==> config.mk <==
export PLATFORM = sky130hd
export DESIGN_NAME = srx_cmd_gate
export DESIGN_NICKNAME = d
export VERILOG_FILES = /design/src/rtl/srxg_pkg.sv /design/src/rtl/srxg_classify.sv /design/src/rtl/srxg_elapsed.sv /design/src/rtl/srxg_thr_sel.sv /design/src/rtl/srx_cmd_gate.sv
export SDC_FILE = /design/constraint.sdc
export NUM_CORES = 1
export LEC_CHECK = 0
export ABC_CLOCK_PERIOD_IN_PS = 6800
export CAP_MARGIN = 25
export CORE_MARGIN = 4
export CORE_UTILIZATION = 50
export DETAILED_ROUTE_END_ITERATION = 6
export MAX_ROUTING_LAYER = met4
export PLACE_DENSITY = 0.86
export REMOVE_ABC_BUFFERS = 1
export SYNTH_ARGS = -nofsm -noshare
export SYNTH_HDL_FRONTEND = slang
export SYNTH_SLANG_ARGS = --single-unit
export TNS_END_PERCENT = 1
==> constraint.sdc <==
create_clock -name clk -period 6.8 [get_ports clk]
set_input_delay 1.36 -clock clk [delete_from_list [all_inputs] [get_ports clk]]
set_output_delay 1.36 -clock clk [all_outputs]
set_load 0.05 [all_outputs]
==> src/rtl/srxg_pkg.sv <==
`timescale 1ns/1ps
package srxg_pkg;

   typedef enum logic [1:0] {
      CLS_FAST = 2'd0,
      CLS_NORM = 2'd1,
      CLS_DLL  = 2'd2
   } gate_cls_e;

   localparam logic [3:0] K_ZQ_LONG  = 4'd6;
   localparam logic [3:0] K_ZQ_SHORT = 4'd7;
   localparam logic [3:0] K_MRW      = 4'd8;
   localparam logic [3:0] K_WR_ODT   = 4'd9;
   localparam logic [3:0] K_WR_PLAIN = 4'd10;

   // number of low field tags per mode register that may use the fast delay
   function automatic int unsigned mr_fast_fields(input int unsigned mr);
      case (mr)
         0:       return 3;
         2, 6:    return 2;
         1, 3, 4, 5: return 1;
         default: return 0;
      endcase
   endfunction

endpackage

==> src/rtl/srxg_classify.sv <==
`timescale 1ns/1ps
module srxg_classify
   import srxg_pkg::*;
#(
   parameter int MR_W  = 3,
   parameter int FLD_W = 3
) (
   input  logic [3:0]       kind,
   input  logic [MR_W-1:0]  mr,
   input  logic [FLD_W-1:0] field,
   input  logic             per_dram,
   input  logic             vref_off,
   output gate_cls_e        cls
);
   localparam int NUM_MR = 1 << MR_W;

   initial begin
      assert (MR_W >= 3) else $error("srxg_classify: MR_W must cover eight registers");
      assert (FLD_W >= 2) else $error("srxg_classify: FLD_W must hold three field tags");
   end

   logic [NUM_MR-1:0] fast_hit;

   // one comparator per mode register against its fast-field limit
   for (genvar i = 0; i < NUM_MR; i++) begin : g_mr
      localparam int unsigned LIM = mr_fast_fields(i);
      assign fast_hit[i] = (32'(field) < LIM);
   end

   logic mrw_fast;
   assign mrw_fast = fast_hit[mr] && !per_dram;

   always_comb begin
      if (kind <= 4'd5)
         cls = CLS_NORM;
      else if (kind == K_ZQ_LONG || kind == K_ZQ_SHORT)
         cls = CLS_FAST;
      else if (kind == K_MRW)
         cls = mrw_fast ? CLS_FAST : CLS_NORM;
      else if (kind == K_WR_ODT)
         cls = CLS_DLL;
      else if (kind == K_WR_PLAIN)
         cls = vref_off ? CLS_DLL : CLS_NORM;
      else
         cls = CLS_DLL;
   end

endmodule

==> src/rtl/srxg_elapsed.sv <==
`timescale 1ns/1ps
module srxg_elapsed #(
   parameter int CNT_W = 12
) (
   input  logic             clk,
   input  logic             rst_n,
   input  logic             exit_pulse,
   input  logic [CNT_W-1:0] thr_dll,
   output logic [CNT_W-1:0] elapsed,
   output logic             free
);
   localparam logic [CNT_W-1:0] CNT_MAX = '1;

   initial assert (CNT_W >= 2) else $error("srxg_elapsed: CNT_W too small");

   always_ff @(posedge clk) begin
      if (!rst_n) begin
         elapsed <= '0;
         free    <= 1'b1;
      end else if (exit_pulse) begin
         elapsed <= CNT_W'(1);
         free    <= 1'b0;
      end else if (!free) begin
         if (elapsed >= thr_dll)
            free <= 1'b1;
         else if (elapsed != CNT_MAX)
            elapsed <= elapsed + 1'b1;
      end
   end

   a_r2_restart_at_one: assert property (@(posedge clk) disable iff (!rst_n)
      exit_pulse |=> (elapsed == CNT_W'(1)) && !free);

   a_r9_free_holds: assert property (@(posedge clk) disable iff (!rst_n)
      free && !exit_pulse |=> free);

   a_r2_counts_up: assert property (@(posedge clk) disable iff (!rst_n)
      !free && !exit_pulse && (elapsed < thr_dll) |=> elapsed == $past(elapsed) + 1'b1);

endmodule

==> src/rtl/srxg_thr_sel.sv <==
`timescale 1ns/1ps
module srxg_thr_sel
   import srxg_pkg::*;
#(
   parameter int CNT_W      = 12,
   parameter bit CMP_SHARED = 1'b1
) (
   input  gate_cls_e        cls,
   input  logic [CNT_W-1:0] thr_fast,
   input  logic [CNT_W-1:0] thr_norm,
   input  logic [CNT_W-1:0] thr_dll,
   input  logic [CNT_W-1:0] elapsed,
   input  logic             free,
   input  logic             exit_pulse,
   output logic             allowed
);
   logic reach;

   if (CMP_SHARED) begin : g_shared
      // select the threshold first, then one magnitude comparator
      logic [CNT_W-1:0] thr_sel;
      always_comb begin
         case (cls)
            CLS_FAST: thr_sel = thr_fast;
            CLS_NORM: thr_sel = thr_norm;
            default:  thr_sel = thr_dll;
         endcase
      end
      assign reach = (elapsed >= thr_sel);
   end else begin : g_parallel
      // three comparators in parallel, class picks a single bit
      logic ge_fast, ge_norm, ge_dll;
      assign ge_fast = (elapsed >= thr_fast);
      assign ge_norm = (elapsed >= thr_norm);
      assign ge_dll  = (elapsed >= thr_dll);
      always_comb begin
         case (cls)
            CLS_FAST: reach = ge_fast;
            CLS_NORM: reach = ge_norm;
            default:  reach = ge_dll;
         endcase
      end
   end

   assign allowed = !exit_pulse && (free || reach);

endmodule

==> src/rtl/srx_cmd_gate.sv <==
`timescale 1ns/1ps
module srx_cmd_gate
   import srxg_pkg::*;
#(
   parameter int CNT_W      = 12,
   parameter int MR_W       = 3,
   parameter int FLD_W      = 3,
   parameter bit CMP_SHARED = 1'b1
) (
   input  logic             clk,
   input  logic             rst_n,
   input  logic             exit_pulse,
   input  logic [CNT_W-1:0] thr_fast,
   input  logic [CNT_W-1:0] thr_norm,
   input  logic [CNT_W-1:0] thr_dll,
   input  logic             vref_off,
   input  logic             per_dram,
   input  logic             req_valid,
   input  logic [3:0]       req_kind,
   input  logic [MR_W-1:0]  req_mr,
   input  logic [FLD_W-1:0] req_field,
   input  logic             issue,
   output logic             grant,
   output logic             violation
);
   gate_cls_e        req_cls;
   logic [CNT_W-1:0] elapsed;
   logic             free;
   logic             allowed;

   srxg_classify #(.MR_W(MR_W), .FLD_W(FLD_W)) u_cls (
      .kind     (req_kind),
      .mr       (req_mr),
      .field    (req_field),
      .per_dram (per_dram),
      .vref_off (vref_off),
      .cls      (req_cls)
   );

   srxg_elapsed #(.CNT_W(CNT_W)) u_cnt (
      .clk        (clk),
      .rst_n      (rst_n),
      .exit_pulse (exit_pulse),
      .thr_dll    (thr_dll),
      .elapsed    (elapsed),
      .free       (free)
   );

   srxg_thr_sel #(.CNT_W(CNT_W), .CMP_SHARED(CMP_SHARED)) u_sel (
      .cls        (req_cls),
      .thr_fast   (thr_fast),
      .thr_norm   (thr_norm),
      .thr_dll    (thr_dll),
      .elapsed    (elapsed),
      .free       (free),
      .exit_pulse (exit_pulse),
      .allowed    (allowed)
   );

   assign grant = req_valid && allowed;

   always_ff @(posedge clk) begin
      if (!rst_n)
         violation <= 1'b0;
      else if (issue && !allowed)
         violation <= 1'b1;
   end

   a_r1_grant_needs_req: assert property (@(posedge clk) disable iff (!rst_n)
      grant |-> req_valid);

   a_r2_pulse_blocks: assert property (@(posedge clk) disable iff (!rst_n)
      exit_pulse |-> !grant);

   a_r3_norm_early_held: assert property (@(posedge clk) disable iff (!rst_n)
      $past(exit_pulse) && !exit_pulse && (req_cls == CLS_NORM) && (thr_norm > CNT_W'(1))
      |-> !grant);

   a_r10_flag_set: assert property (@(posedge clk) disable iff (!rst_n)
      issue && !allowed |=> violation);

   a_r10_sticky: assert property (@(posedge clk) disable iff (!rst_n)
      violation |=> violation);

endmodule

==> results of run 1 <==
==> cell type report <==
type | instances | area (µm²) | area share
timing repair buffer | 54 | 541 | 0.239
clock buffer | 3 | 22.5 | 0.00996
tap | 44 | 55.1 | 0.0243
sequential | 14 | 280 | 0.124
inverter | 16 | 60.1 | 0.0265
multi-input combinational | 180 | 1300 | 0.576
==> power by group through the flow <==
stage / Clock, mW / Combinational [mW] / Sequential [mW]
finish: 0.0486 / 0.0861 / 0.0853
global route: 0.0531 / 0.0946 / 0.0855
CTS: 0.0481 / 0.0859 / 0.0852
detailed placement: 0 / 0.0857 / 0.0872
global placement: 0 / 0.0844 / 0.0870
floorplan: 0 / 0.0401 / 0.0889
==> flip-flops by register name (all words and copies together) (netlist names) <==
name,count
u_cnt.elapsed,12
u_cnt.free,1
violation,1
==> worst min path at each step <==
stage                                   startpoint                             end  slack [ns]
floorplan           u_cnt.elapsed[10]$_SDFFE_PP0P_  u_cnt.elapsed[10]$_SDFFE_PP0P_        0.48
global placement    u_cnt.elapsed[10]$_SDFFE_PP0P_  u_cnt.elapsed[10]$_SDFFE_PP0P_        0.51
detailed placement          violation$_SDFFE_PN0P_          violation$_SDFFE_PN0P_        0.52
CTS                 u_cnt.elapsed[10]$_SDFFE_PP0P_  u_cnt.elapsed[10]$_SDFFE_PP0P_        0.54
global route        u_cnt.elapsed[10]$_SDFFE_PP0P_  u_cnt.elapsed[10]$_SDFFE_PP0P_        0.56
finish              u_cnt.elapsed[10]$_SDFFE_PP0P_  u_cnt.elapsed[10]$_SDFFE_PP0P_        0.53
==> kinds of logic after synthesis <==
logic type / synth area share
DFF: 0.166
and+or+nand+nor: 0.215
adders and majority gates: 0.185
buffers and inverters: 0.0615
AOI/OAI and AO/OA: 0.372
==> worst register-to-register path, cell delays in order (launching register included) <==
cell	delay, ns
dfxtp_1	0.40
inv_1	0.11
ha_1	0.28
nor3b_1	0.19
o21ai_0	0.15
a21o_1	0.39
or4_1	0.57
a21oi_1	0.14
==> layer usage <==
layer | GRT usage | share of wire
met5 | - | 0
met4 | 0.0355 | 0.0049
met3 | 0.0408 | 0.060
met2 | 0.415 | 0.50
met1 | 0.256 | 0.43
==> cells in the mapped netlist, drive strengths merged <==
cell type	number	share of area
and2	2	0.0074
a311oi	1	0.0052
a21oi	17	0.050
a211oi	4	0.021
a41o	1	0.0059
a21boi	11	0.049
clkbuf	4	0.0089
nand3b	1	0.0044
a21o	4	0.018
nand4	6	0.022
inv	16	0.036
o31a	2	0.010
nand2	18	0.040
or3	2	0.0074
o31ai	4	0.018
or4b	1	0.0059
o2bb2ai	1	0.0052
a31oi	2	0.0074
o2111a	1	0.0067
a211o	2	0.010
buf	4	0.017
ha	25	0.19
and3	1	0.0037
nand2b	1	0.0037
nor3b	1	0.0044
o2111ai	1	0.0089
o21ai	11	0.035
nand4b	1	0.0052
o311ai	1	0.0052
dfxtp	14	0.17
nor3	1	0.0059
nor2	11	0.024
o22ai	11	0.041
o41ai	1	0.0052
nor4	3	0.015
or4	4	0.018
o21a	3	0.013
nand3	9	0.027
and4	4	0.021
a31o	11	0.057
==> impl_metrics.json, run 1 <==
{
  "totalWireLength_um": 4660,
  "r2r_cells": 7,
  "power_density_mw_per_mm2": 97.2,
  "drcViolationCount": 0,
  "power.total_mw": 0.220,
  "placed_area_mm2": 0.00224,
  "synthesis.area_mm2": 0.00169,
  "final_common_cell": "clkdlybuf4s50_1",
  "setup_viol": 0,
  "ys_seq_area_frac": 0.166,
  "layout.cells.non_filler": 311,
  "worstPathRequired_ns": 5.44,
  "p_sw_mw": 0.0675,
  "wire_per_inst_um": 15.0,
  "clock_sinks": 14,
  "hold_viol": 0,
  "cp_num_buf_inv": 2,
  "finalCritPeriodShare": 0.938,
  "grt_pass1_vias": 1773,
  "chipWidth_um": 66.1,
  "rsz0062_at_grt": "false",
  "mostFrequentLayoutCells": "clkdlybuf4s50_1 (54), ha_1 (25), nand2_1 (18)",
  "fin_setup_tns_ns": 0,
  "io_buffers": 54,
  "crit_start": "req_mr[1]",
  "fin_crit_ns": 6.38,
  "core_mm2": 0.00315,
  "postLayoutSetupSlackWorst_ns": 0.419,
  "diodes": 0,
  "slew_viol_final": 0,
  "crit_type": "primary input to primary output",
  "internal_power_mw": 0.152,
  "grt_first_pass_wirelength_um": 7690,
  "postCtsHoldBufs": 0,
  "slowest_delay_ns": 0.86,
  "die_area_mm2": 0.00437,
  "yosysUniqueCellTypes": 46,
  "max_freq_ghz": 0.157,
  "ios": 55,
  "clkTransAtPathRegs_ns": 0.09,
  "clkPwrFrac": 0.221,
  "drtPass1Iterations": 4,
  "overflow": 0,
  "clock_latency_ns": 0.29,
  "syn_area_per_cell_um2": 7.74,
  "via_per_inst": 6.17,
  "slew_headroom": 0.398,
  "slowest_stage": "clkdlybuf4s50_1",
  "drtIter0Drc": 131,
  "cp_max_fo": 24,
  "peakVddDrop_uv": 98.1,
  "p_sw_frac": 0.307,
  "path_depth": 12,
  "synthCells": 218,
  "skew_ns": 0.00931,
  "grt_max_degree": 25,
  "area_delta_synth_final_pct": 34.0,
  "end_kind": "primary output",
  "endpoint": "grant",
  "hold_depth": 2,
  "layout.nets": 347,
  "synth_warnings": 0,
  "p_leak_nw": 0.922,
  "place_congestion": 0.839,
  "num_vias": 1919,
  "post-route-util": 0.717,
  "start_kind": "primary input",
  "ant_nets": 0,
  "seqPwrFrac": 0.388,
  "chipHeight_um": 66.1,
  "cts-buffers-inserted": 3,
  "drive_above_1_share": 0.0712,
  "crit_top_cell": "clkdlybuf4s50_1",
  "r2r-start": "u_cnt.elapsed[0]$_SDFFE_PN0P_",
  "whs_ns": 0.535,
  "post_cts_resized": 0,
  "combPwrFrac": 0.391,
  "start_util": 0.535,
  "pre_cts_ws_ns": 0.443,
  "grt_util_all_layers": 0.225,
  "reg2reg_slack_ns": 4.52,
  "stdcell_area_mm2": 0.00226,
  "cts-root-buf": "clkbuf_4",
  "ys_seq_elements": 14,
  "reg2reg_to": "u_cnt.elapsed[6]$_SDFFE_PP0P_",
  "cts_max_level": 1,
  "antenna_found_initial": 0,
  "hp-class": "register to register",
  "tightest_slew_ns": 0.903,
  "clk_path_buf_depth": 2,
  "path_cells": "clkdlybuf4s50_1 > or3_1 > a21oi_1 > o2111ai_2 > a21boi_0 > o22ai_1 > ha_1 > nand2_1 > o21ai_0 > nand3_1 > a311oi_1 > clkdlybuf4s50_1",
  "placed_cells": 308,
  "crit_family": "compound AO/OA/AOI/OAI gates",
  "dp_hpwl_um": 3760,
  "postCtsSetupBuffers": 0,
  "cts_tree": "done",
  "status": "finished clean",
  "arrival_ns": 5.02,
  "fill_cells": 282,
  "rows": 20,
  "drv_cap": 0
}
Power figures use the tool's default switching activity.
==> run 2, diff against run 1 <==
Settings changed: SLEW_MARGIN from default to 15, TNS_END_PERCENT 1 to 30.
==> results of run 2 <==
Final layout, timing and power as in run 1 (identical DEF).
==> run 3, diff against run 2 <==
Settings changed: ABC_CLOCK_PERIOD_IN_PS 6800 to default.
==> results of run 3 <==
Final layout, timing and power as in run 1 (identical DEF).
